[config.mk]
export PLATFORM = sky130hd
export DESIGN_NAME = shmp_partitioner
export DESIGN_NICKNAME = d
export VERILOG_FILES = /design/src/rtl/shmp_pkg.sv /design/src/rtl/shmp_mode_regs.sv /design/src/rtl/shmp_xlate.sv /design/src/rtl/shmp_partitioner.sv
export SDC_FILE = /design/constraint.sdc
export NUM_CORES = 1
export LEC_CHECK = 0
export BUFFER_PORTS_ARGS = -buffer_cell sky130_fd_sc_hd__buf_4
export CORE_AREA = 2 2 109 111
export CTS_BUF_LIST = sky130_fd_sc_hd__clkbuf_8
export DETAILED_ROUTE_END_ITERATION = 12
export DIE_AREA = 0 0 111 113
export PLACE_DENSITY = 0.55
export SETUP_SLACK_MARGIN = 0.5
export SLEW_MARGIN = 10
export SYNTH_ARGS = -nofsm -noshare
export SYNTH_HDL_FRONTEND = slang
export SYNTH_SLANG_ARGS = --single-unit
[constraint.sdc]
create_clock -name clk -period 5.7 [get_ports clk]
set_input_delay 1.14 -clock clk [delete_from_list [all_inputs] [get_ports clk]]
set_output_delay 1.14 -clock clk [all_outputs]
set_load 0.03 [all_outputs]
[src/rtl/shmp_pkg.sv]
package shmp_pkg;

    localparam int NCORE = 2;

    typedef enum logic [1:0] {
        MEM_PROG = 2'd0,
        MEM_COEF = 2'd1,
        MEM_DATA = 2'd2,
        MEM_DLY  = 2'd3
    } mem_e;

    typedef struct packed {
        logic       prog;
        logic [1:0] coef;
        logic       data;
        logic [1:0] dly;
    } modes_t;

    // Share of one memory owned by one core, in units of UNIT_WORDS.
    function automatic logic [2:0] share_units(mem_e m, modes_t md, logic core);
        logic [2:0] u;
        u = 3'd0;
        case (m)
            MEM_PROG: u = md.prog ? (core ? 3'd0 : 3'd2) : 3'd1;
            MEM_DATA: u = md.data ? (core ? 3'd0 : 3'd2) : 3'd1;
            MEM_COEF: begin
                case (md.coef)
                    2'b00:   u = core ? 3'd1 : 3'd2;
                    2'b01:   u = core ? 3'd2 : 3'd1;
                    2'b10:   u = core ? 3'd0 : 3'd3;
                    default: u = 3'd0;
                endcase
            end
            MEM_DLY: begin
                case (md.dly)
                    2'b00:   u = core ? 3'd0 : 3'd6;
                    2'b01:   u = core ? 3'd2 : 3'd4;
                    2'b10:   u = core ? 3'd4 : 3'd2;
                    default: u = core ? 3'd6 : 3'd0;
                endcase
            end
            default: u = 3'd0;
        endcase
        return u;
    endfunction

    // Full size of each shared array, in units.
    function automatic logic [2:0] total_units(mem_e m);
        case (m)
            MEM_PROG: return 3'd2;
            MEM_COEF: return 3'd3;
            MEM_DATA: return 3'd2;
            default:  return 3'd6;
        endcase
    endfunction

endpackage

[src/rtl/shmp_mode_regs.sv]
module shmp_mode_regs
    import shmp_pkg::*;
(
    input  logic             clk,
    input  logic             rst,
    input  logic [NCORE-1:0] core_rst_req,
    input  logic             cfg_we,
    input  mem_e             cfg_sel,
    input  logic [1:0]       cfg_val,
    output modes_t           modes,
    output logic [NCORE-1:0] hold
);

    logic all_quiet;
    logic wr_ok;

    for (genvar c = 0; c < NCORE; c++) begin : g_hold
        always_comb begin
            hold[c] = (share_units(MEM_PROG, modes, 1'(c)) == 3'd0)
                    | (share_units(MEM_COEF, modes, 1'(c)) == 3'd0)
                    | (share_units(MEM_DATA, modes, 1'(c)) == 3'd0);
        end
    end

    assign all_quiet = &(core_rst_req | hold);
    assign wr_ok     = cfg_we & all_quiet;

    always_ff @(posedge clk) begin
        if (rst) begin
            modes <= '0;
        end else if (wr_ok) begin
            case (cfg_sel)
                MEM_PROG: modes.prog <= cfg_val[0];
                MEM_COEF: if (cfg_val != 2'b11) modes.coef <= cfg_val;
                MEM_DATA: modes.data <= cfg_val[0];
                default:  modes.dly  <= cfg_val;
            endcase
        end
    end

endmodule

[src/rtl/shmp_xlate.sv]
module shmp_xlate
    import shmp_pkg::*;
#(
    parameter  int UNIT_WORDS = 2048,
    parameter  int DATA_W     = 24,
    parameter  int CORE       = 0,
    localparam int AW         = $clog2(6 * UNIT_WORDS)
) (
    input  logic              clk,
    input  logic              rst,
    input  modes_t            modes,
    input  logic              held,
    input  logic              req,
    input  mem_e              mem,
    input  logic [AW-1:0]     addr,
    input  logic              we,
    input  logic [DATA_W-1:0] wdata,
    output logic              m_en,
    output mem_e              m_mem,
    output logic [AW-1:0]     m_addr,
    output logic              m_we,
    output logic [DATA_W-1:0] m_wdata,
    input  logic [DATA_W-1:0] m_rdata,
    output logic [DATA_W-1:0] rdata,
    output logic              err
);

    localparam int AWP = AW + 1;

    logic [AWP-1:0] size;
    logic [AWP-1:0] base;
    logic           in_range;
    logic           grant;
    logic           rd_ok_q;
    logic           err_q;

    always_comb begin
        size = AWP'(share_units(mem, modes, 1'(CORE)) * UNIT_WORDS);
        if (CORE == 0) begin
            base = '0;
        end else begin
            base = AWP'(share_units(mem, modes, 1'b0) * UNIT_WORDS);
        end
    end

    assign in_range = ({1'b0, addr} < size);
    assign grant    = req & in_range & ~held;

    assign m_en    = grant;
    assign m_we    = grant & we;
    assign m_mem   = mem;
    assign m_addr  = AW'({1'b0, addr} + base);
    assign m_wdata = wdata;

    always_ff @(posedge clk) begin
        if (rst) begin
            rd_ok_q <= 1'b0;
            err_q   <= 1'b0;
        end else begin
            rd_ok_q <= grant & ~we;
            err_q   <= req & ~grant;
        end
    end

    assign rdata = rd_ok_q ? m_rdata : '0;
    assign err   = err_q;

endmodule

[src/rtl/shmp_partitioner.sv]
module shmp_partitioner
    import shmp_pkg::*;
#(
    parameter  int UNIT_WORDS = 2048,
    parameter  int DATA_W     = 24,
    localparam int AW         = $clog2(6 * UNIT_WORDS)
) (
    input  logic                         clk,
    input  logic                         rst,
    input  logic [1:0]                   core_rst_req,
    input  logic                         cfg_we,
    input  logic [1:0]                   cfg_sel,
    input  logic [1:0]                   cfg_val,
    output logic [1:0]                   core_hold,
    input  logic [1:0]                   c_req,
    input  logic [1:0][1:0]              c_mem,
    input  logic [1:0][AW-1:0]           c_addr,
    input  logic [1:0]                   c_we,
    input  logic [1:0][DATA_W-1:0]       c_wdata,
    output logic [1:0][DATA_W-1:0]       c_rdata,
    output logic [1:0]                   c_err,
    output logic [1:0]                   m_en,
    output logic [1:0][1:0]              m_mem,
    output logic [1:0][AW-1:0]           m_addr,
    output logic [1:0]                   m_we,
    output logic [1:0][DATA_W-1:0]       m_wdata,
    input  logic [1:0][DATA_W-1:0]       m_rdata
);

    modes_t modes;

    shmp_mode_regs u_modes (
        .clk          (clk),
        .rst          (rst),
        .core_rst_req (core_rst_req),
        .cfg_we       (cfg_we),
        .cfg_sel      (mem_e'(cfg_sel)),
        .cfg_val      (cfg_val),
        .modes        (modes),
        .hold         (core_hold)
    );

    for (genvar c = 0; c < NCORE; c++) begin : g_core
        mem_e mem_out;

        shmp_xlate #(
            .UNIT_WORDS (UNIT_WORDS),
            .DATA_W     (DATA_W),
            .CORE       (c)
        ) u_xlate (
            .clk     (clk),
            .rst     (rst),
            .modes   (modes),
            .held    (core_hold[c]),
            .req     (c_req[c]),
            .mem     (mem_e'(c_mem[c])),
            .addr    (c_addr[c]),
            .we      (c_we[c]),
            .wdata   (c_wdata[c]),
            .m_en    (m_en[c]),
            .m_mem   (mem_out),
            .m_addr  (m_addr[c]),
            .m_we    (m_we[c]),
            .m_wdata (m_wdata[c]),
            .m_rdata (m_rdata[c]),
            .rdata   (c_rdata[c]),
            .err     (c_err[c])
        );

        assign m_mem[c] = mem_out;
    end

endmodule

After elaboration in Yosys (flattened, before gate mapping) --
Cells that the tools add are included.
Word-level totals: bits in registers 10, input port bits 141, output and inout port bits 136, word-level logic and storage cells 77
Operators by class: add/subtract/negate cells 1, magnitude comparators 2, equal/unequal tests 13, mux-type cells 13, bitwise logic cells 23, reduce and logical (&&, ||, !) cells 17
Operators by type and width (number):
- two-way mux 24 bit | 2
- one-hot mux 3 bit (4 select lines) | 3
- < comparator 14 bit | 2
- zero test 3 bit | 6
- one-hot mux 3 bit (3 select lines) | 2
- adder 14 bit | 1
- equality test 2 bit (second input constant) | 7
- AND 1 bit | 11
- equality test 2 x 1 -> 1 bit (second input constant) | 5
- zero test 2 bit | 5
- AND reduction 2 bit | 4
- NOT 1 bit | 7
- one-hot mux 2 bit (3 select lines) | 1
- two-way mux 2 bit | 2
- bitwise OR 1 bit | 4
- one-hot mux 2 bit (2 select lines) | 1
- AND reduction 3 bit | 1
- OR reduction 3 bit | 1
- two-way mux 1 bit | 2
- != test 2 bit (second input constant) | 1
- bitwise OR 2 bit | 1

Depth between registers and ports, before layout --
Gate-level depths: netlist of run 1.
depth after elaboration 9, depth in mapped cells 11, gate-level depth less buffers 10

Hierarchy --
From an unflattened synthesis of run 1, not the netlist that was laid out.
Second synthesis, totals: cell total of the unflattened synthesis 243, area, all modules 1869.3 µm²
Modules (own cells, without submodules):
- shmp_xlate at g_core[1].u_xlate | times used 1, cells each 115, area an instance 844.6 µm², sequential area each 40.0 µm²
- shmp_xlate at g_core[0].u_xlate | times used 1, cells each 95, area an instance 699.4 µm², sequential area each 40.0 µm²
- shmp_mode_regs | times used 1, cells each 33, area an instance 325.3 µm², sequential area each 120.1 µm²

Least setup slack after synthesis of run 1 --
Ideal clock, no wire load.
kind input to output, start input c_mem[3] in the netlist's numbering, end output m_we[1], data arrival time 2790 ps, required time 4560 ps, path slack 1770 ps, stages on the path 8, path buffers 1, path through mux2_1 nand2_1 ha_1 a21o_1 a2111o_1 a41oi_2 and2_1 buf_4
On the way: longest elaborated chain between the ends 6, elaborated cells on any way between the ends 9, those cells by class 1 x order compare; 3 x eq/ne; 1 x mux; 3 x bitwise; 1 x reduce/logical
RTL lines:
- start: declaration | line shmp_partitioner.sv:16 | input logic [1:0][1:0] c_mem,
- equality test 2 bit (tied with other cells) | line shmp_pkg.sv:23 | case (m)
- one-hot mux 3 bit (4 select lines) (*) | line shmp_pkg.sv:23
- < comparator 14 bit (*) | line shmp_xlate.sv:46 | assign in_range = ({1'b0, addr} < size);
- AND 1 bit (*) (2 in a row) | line shmp_xlate.sv:47 | assign grant = req & in_range & ~held;
- via g_core[1].u_xlate.m_en | line shmp_xlate.sv:18 | output logic m_en,
- AND 1 bit (*) | line shmp_xlate.sv:50 | assign m_we = grant & we;
- end: declaration | line shmp_partitioner.sv:25 | output logic [1:0] m_we,
The timed path passes the listed nets; every way through them passes the cells marked *.

Worst setup path in the final report of run 1 --
start input c_mem[3] in the netlist's numbering, end output m_we[1]
On the way: longest elaborated chain between the ends 6, elaborated cells on any way between the ends 9, those cells by class 1 x order compare; 3 x eq/ne; 1 x mux; 3 x bitwise; 1 x reduce/logical
RTL lines (line):
- equality test 2 bit (tied with other cells) | shmp_pkg.sv:23
- one-hot mux 3 bit (4 select lines) (*) | shmp_pkg.sv:23
- < comparator 14 bit (*) | shmp_xlate.sv:46
- AND 1 bit (*) (2 in a row) | shmp_xlate.sv:47
- AND 1 bit (*) | shmp_xlate.sv:50
Mark *: on every way between the ends. The rest lies on a longest branch, timed or not.

==> flow_metrics.env, run 1 <==
export IMPL_die_area_um2=12500
export IMPL_drt_initial_drc_count=20
export IMPL_clkTransAtPathRegs_ns=0.05
export IMPL_ys_seq_area_share_pct=11.1
export IMPL_routed_wl_mm=5.34
export IMPL_clk_path_buf_depth=2
export IMPL_grt_pass1_vias=1525
export IMPL_die_height_um=113
export IMPL_fin_tns_setup_ns=0
export IMPL_r2r_end="g_core[1].u_xlate.rd_ok_q$_SDFF_PP0_"
export IMPL_yosysWarnings=0
export IMPL_synth_adder_area_share_pct=8.74
export IMPL_clock_latency_ns=0.24
export IMPL_rsz0062_at_grt="false"
export IMPL_yosys_area_share_simple_pct=30.6
export IMPL_cp_slowest_cell="a2111o_1"
export IMPL_ios=277
export IMPL_coreArea_um2=11300
export IMPL_rr_startpoint="u_modes.modes[4]$_SDFFE_PP0P_"
export IMPL_critPathMaxFanout=9
export IMPL_slew_violations=0
export IMPL_hold_viol=0
export IMPL_syn2layout_area_growth_pct=32.1
export IMPL_p_switching_uw=98.5
export IMPL_ctsHoldBuffers=0
export IMPL_cts_setup_buffers=0
export IMPL_outcome="finished clean"
export IMPL_synth_compound_area_share_pct=9.16
export IMPL_dr_pass1_iters=4
export IMPL_worstRegToRegCells=9
export IMPL_p_per_area_nw_per_um2=118
export IMPL_cts_resized=0
export IMPL_grt_max_degree=25
export IMPL_drc=0
export IMPL_grt_pass1_wl_mm=7.81
export IMPL_end_kind="output port"
export IMPL_arrival_ns=3.09
export IMPL_p_leak_nw=1.20
export IMPL_tightest_slew_ns=0.504
export IMPL_synth_area_um2=1800
export IMPL_crit_chain="buf_4 -> mux2_1 -> nand2_1 -> ha_1 -> a21o_1 -> a2111o_1 -> a41oi_2 -> and2_1 -> buf_4"
export IMPL_intPower_uw=183
export IMPL_cap_violations=0
export IMPL_h_tree_depth=1
export IMPL_die_w_um=111
export IMPL_stdcell_area_um2=2380
export IMPL_synth_xor_area_share_pct=0.972
export IMPL_p_comb_share_pct=45.8
export IMPL_period_needed_ns=4.23
export IMPL_synth_top_family_by_area="buffers and inverters"
export IMPL_max_slew_margin_rel_pct=66.3
export IMPL_finalSetupViolCount=0
export IMPL_final_util_pct=21.1
export IMPL_worst_ir_drop_vdd_v=0.0000517
export IMPL_vias_per_cell=3.76
export IMPL_n_fill_cell=1251
export IMPL_min_path_cells=2
export IMPL_final_common_cell="buf_4"
export IMPL_synth_seq_cells=10
export IMPL_clkPwrFrac_pct=27.7
export IMPL_fin_nets=438
export IMPL_antenna_cells=0
export IMPL_syn_instance_count=235
export IMPL_grt_total_usage_pct=7.77
export IMPL_critPathBufInv=2
export IMPL_cts_tree="done"
export IMPL_cts_buffers_inserted=3
export IMPL_worst_path_largest_cell_delay_ns=0.42
export IMPL_antenna_found_initial=0
export IMPL_critPathKind="in -> out"
export IMPL_ff2ff_setup_slack_ns=3.27
export IMPL_critPathLaunchType="input pin"
export IMPL_cts_sinks=10
export IMPL_critPathTopFamily="compound AO/OA/AOI/OAI gates"
export IMPL_port_buffers=136
export IMPL_skew_ns=0.00200
export IMPL_avgSynthCellArea_um2=7.67
export IMPL_hold_end="u_modes.modes[5]$_SDFFE_PP0P_"
export IMPL_netSwitchingFraction_pct=35.0
export IMPL_maxClockFrequency_mhz=237
export IMPL_routedWlPerCell_um=12.5
export IMPL_cp_common_cell="buf_4"
export IMPL_mostFrequentLayoutCells="buf_4, and2_1, nor2_1, ha_1, dfxtp_1"
export IMPL_min_from="u_modes.modes[5]$_SDFFE_PP0P_"
export IMPL_num_rows=39
export IMPL_dp_hpwl_mm=4.69
export IMPL_min_period_over_period_pct=74.1
export IMPL_vias=1601
export IMPL_multiInputGateArea_um2=933
export IMPL_antenna_left=0
export IMPL_clockRootBuffer="clkbuf_8"
export IMPL_gp_congestion=0.730
export IMPL_drive_gt1_share_pct=51.6
export IMPL_seq_power_share_pct=26.5
export IMPL_muxShareOfSynthArea_pct=2.29
export IMPL_critical_path_required_ns=4.56
export IMPL_placed_area_um2=2340
export IMPL_final_cells=426
export IMPL_synthDistinctLibCells=41
export IMPL_hold_class="reg -> reg"
export IMPL_start_util_pct=16.0
export IMPL_post_place_cells=423
export IMPL_seq_area_um2=200
export IMPL_syn_nets=388
export IMPL_overflow=0
layout make-up:
class	count	area share, %
tap	143	7.51
inverter	2	0.315
clock buffer	3	1.73
sequential	10	8.40
multi-input combinational	132	39.2
timing repair buffer	136	42.9
metal layers:
layer	wire, um	global-route usage (%)	up-vias	part of all wire (%)
met4	90	3.08	0	1.7
li1	-	-	774	-
met3	622	3.48	12	12
met1	1890	7.86	701	35
met2	2730	14.0	114	51
met5	0	0	-	0
flip-flops by register name, indices dropped and copies added (netlist names):
signal and flops:
g_core.u_xlate.rd_ok_q 2, g_core.u_xlate.err 2, u_modes.modes 6
stage by stage:
stage	total power, mW	hold slack, ns	setup WS, ns
5_1_grt	0.297	0.572	1.35
3_5_place_dp	0.207	0.512	1.46
4_1_cts	0.287	0.523	1.46
2_1_floorplan	0.238	0.463	1.77
6_report	0.282	0.523	1.47
3_3_place_gp	0.205	0.511	1.53
cells by family after synthesis:
logic type      count (synthesis)
buf+inv                        93
simple gates                   92
compound gates                 22
fa+ha+maj                      12
flops                          10
mux                             4
xor+xnor                        2
cell usage after synthesis (all sizes together):
cell	n	share of area (%)
o311ai	2	1.4
a211oi	1	0.42
nor2	15	3.1
or3b	1	0.49
nor4b	1	0.49
or2b	1	0.42
o21bai	2	0.83
dfxtp	10	11
inv	2	0.42
fa	1	1.1
and4	1	0.62
nor3b	4	1.9
o21ai	3	0.83
buf	87	36
xnor2	2	0.97
mux2i	3	1.7
nand3b	1	0.42
and2	53	18
mux2	1	0.62
a21o	1	0.42
nand3	2	0.56
a2111o	1	0.62
nor2b	1	0.35
a41oi	3	1.9
nor3	1	0.56
a21oi	7	1.9
o21a	2	0.83
or3	1	0.62
or2	2	0.83
ha	11	7.6
nand2	7	1.5
clkbuf	4	0.83
nand4	1	0.35
worst max-delay path by stage:
stage | from | endpoint | slack [ns] | depth (start not counted)
after floorplan | c_mem[3] | m_we[1] | 1.77 | 8
after global placement | c_mem[3] | m_we[1] | 1.53 | 9
after detailed placement | c_mem[3] | m_we[1] | 1.46 | 9
after CTS | c_mem[3] | m_we[1] | 1.46 | 9
after global routing | c_mem[3] | m_we[1] | 1.35 | 9
final | c_mem[3] | m_we[1] | 1.47 | 9
tightest hold or removal path, stage by stage (launching register included):
cell	delay, ns
dfxtp_1	0.35
nand2_1	0.07
a21oi_1	0.06
power by group through the flow:
stage / combinational (mW) / sequential (mW) / clock, mW
2_1_floorplan: 0.163 / 0.0743 / 0
3_3_place_gp: 0.129 / 0.0760 / 0
3_5_place_dp: 0.131 / 0.0763 / 0
4_1_cts: 0.131 / 0.0748 / 0.0812
5_1_grt: 0.139 / 0.0753 / 0.0827
6_report: 0.129 / 0.0746 / 0.0779
No activity file was read; power rests on OpenSTA's default activity.
==> inputs of run 2 (changes only) <==
Settings changed: CORE_AREA 2 2 109 111 to 2 2 107 109, DIE_AREA 0 0 111 113 to 0 0 109 111, PLACE_DENSITY 0.55 to 0.59.
Clock period 5.7 ns to 3.6 ns, I/O delays scaled along.
==> flow_metrics.env, run 2 (synthesized netlist as in run 1, its figures left out) <==
export IMPL_final_common_cell="buf_4"
export IMPL_antenna_found_initial=0
export IMPL_hold_viol=0
export IMPL_arrival_ns=2.46
export IMPL_post_place_cells=423
export IMPL_n_fill_cell=1227
export IMPL_p_leak_nw=1.25
export IMPL_p_switching_uw=163
export IMPL_critPathTopFamily="compound AO/OA/AOI/OAI gates"
export IMPL_grt_total_usage_pct=10.4
export IMPL_vias=1681
export IMPL_netSwitchingFraction_pct=35.4
export IMPL_period_needed_ns=3.18
export IMPL_grt_pass1_wl_mm=9.60
export IMPL_p_per_area_nw_per_um2=185
export IMPL_seq_power_share_pct=25.7
export IMPL_min_period_over_period_pct=88.4
export IMPL_outcome="finished clean"
export IMPL_clkPwrFrac_pct=26.8
export IMPL_final_cells=430
export IMPL_pre_cts_ws_ns=0.209
export IMPL_p_comb_share_pct=47.5
export IMPL_die_w_um=109
export IMPL_dr_pass1_iters=4
export IMPL_end_kind="output port"
export IMPL_gp_congestion=0.700
export IMPL_path_depth=9
export IMPL_drc=0
export IMPL_routed_wl_mm=6.63
export IMPL_coreArea_um2=11100
export IMPL_drive_gt1_share_pct=56.8
export IMPL_ios=277
export IMPL_layout_setup_ws_ns=0.417
export IMPL_top_register="u_modes.modes"
export IMPL_h_tree_depth=1
export IMPL_fin_tns_setup_ns=0
export IMPL_worst_ir_drop_vdd_v=0.0000705
export IMPL_cap_violations=0
export IMPL_cts_tree="done"
export IMPL_grt_pass1_vias=1699
export IMPL_dp_hpwl_mm=5.67
export IMPL_worstRegToRegCells=9
export IMPL_port_buffers=136
export IMPL_die_height_um=111
export IMPL_fin_nets=442
export IMPL_critPathKind="in -> out"
export IMPL_clock_latency_ns=0.24
export IMPL_cts_buffers_inserted=3
export IMPL_min_path_cells=2
export IMPL_cp_slowest_cell="a2111o_1"
export IMPL_worst_path_largest_cell_delay_ns=0.36
export IMPL_finalSetupViolCount=0
export IMPL_clk_path_buf_depth=2
export IMPL_routedWlPerCell_um=15.4
export IMPL_maxClockFrequency_mhz=314
export IMPL_critPathBufInv=2
export IMPL_drt_initial_drc_count=29
export IMPL_clockRootBuffer="clkbuf_8"
export IMPL_mostFrequentLayoutCells="buf_4, and2_1, nor2_1, ha_1, dfxtp_1"
export IMPL_tightest_slew_ns=0.546
export IMPL_overflow=0
export IMPL_start_util_pct=16.3
export IMPL_crit_chain="buf_8 -> mux2_4 -> nand2_4 -> ha_4 -> a21o_1 -> a2111o_1 -> a41oi_2 -> and2_1 -> buf_6"
export IMPL_grt_max_degree=25
export IMPL_ctsHoldBuffers=0
export IMPL_skew_ns=0.00663
export IMPL_cts_sinks=10
export IMPL_critPathLaunchType="input pin"
export IMPL_hold_class="reg -> reg"
export IMPL_num_rows=39
export IMPL_antenna_cells=0
export IMPL_intPower_uw=297
export IMPL_slew_violations=0
export IMPL_max_slew_margin_rel_pct=63.5
export IMPL_critPathMaxFanout=4
export IMPL_clkTransAtPathRegs_ns=0.05
export IMPL_critical_path_required_ns=2.88
export IMPL_rsz0062_at_grt="true"
export IMPL_vias_per_cell=3.91
export IMPL_largest_register_ffs=6
export IMPL_die_area_um2=12100
export IMPL_antenna_left=0
export IMPL_syn2layout_area_growth_pct=37.9
-- run 2: power groups by stage --
stage / Clock (mW) / Sequential [mW] / Combinational [mW]
final: 0.123 / 0.118 / 0.218
after global routing: 0.134 / 0.119 / 0.237
after CTS: 0.128 / 0.118 / 0.216
after detailed placement: 0 / 0.121 / 0.210
after global placement: 0 / 0.120 / 0.207
after floorplan: 0 / 0.118 / 0.258
-- run 2: what timing repair did --
action                     CTS  global route
pin swaps                    6             4
buffers inserted             3             1
resized for setup           11             7
setup endpoints to repair    4             4
-- run 2: layout make-up --
class                      instances  area [um^2]  area share (%)
clock buffer                       3         41.3            1.66
inverter                           2         7.51           0.302
multi-input combinational        132          993            40.0
sequential                        10          203            8.15
tap                              143          179            7.20
timing repair buffer             140         1060            42.7
-- run 2: worst paths after layout --
| kind | start | end | slack, ns |
|---|---|---|---|
| max | c_mem[3] | m_we[1] | 0.42 |
| min | u_modes.modes[5]$_SDFFE_PP0P_ | u_modes.modes[5]$_SDFFE_PP0P_ | 0.51 |
| min reg2reg | u_modes.modes[5]$_SDFFE_PP0P_ | u_modes.modes[5]$_SDFFE_PP0P_ | 0.51 |
| max reg2reg | u_modes.modes[4]$_SDFFE_PP0P_ | g_core[1].u_xlate.rd_ok_q$_SDFF_PP0_ | 1.46 |
-- run 2: per-stage QoR --
step / hold slack, ns / utilization (%) / total power [mW] / cell area, um^2
2_1_floorplan: 0.463 / - / 0.376 / 1800
3_3_place_gp: 0.507 / 21.1 / 0.327 / 2340
3_5_place_dp: 0.511 / 21.1 / 0.330 / 2340
4_1_cts: 0.520 / 22.1 / 0.462 / 2450
5_1_grt: 0.540 / 22.4 / 0.490 / 2490
6_report: 0.515 / 22.4 / 0.460 / 2490
-- run 2: layer usage --
layer	wire [um]	up-vias	GRT usage, %	share of wire [%]
met4	75	0	2.14	1.1
met3	917	12	5.35	14
met5	0	-	0	0
met1	2300	749	10.8	35
li1	-	786	-	-
met2	3340	134	18.3	50
-- run 2: tightest hold or removal path, cell delays in order (launching register included) --
cell and delay, ns:
dfxtp_1 0.34, nand2_1 0.07, a21oi_1 0.06
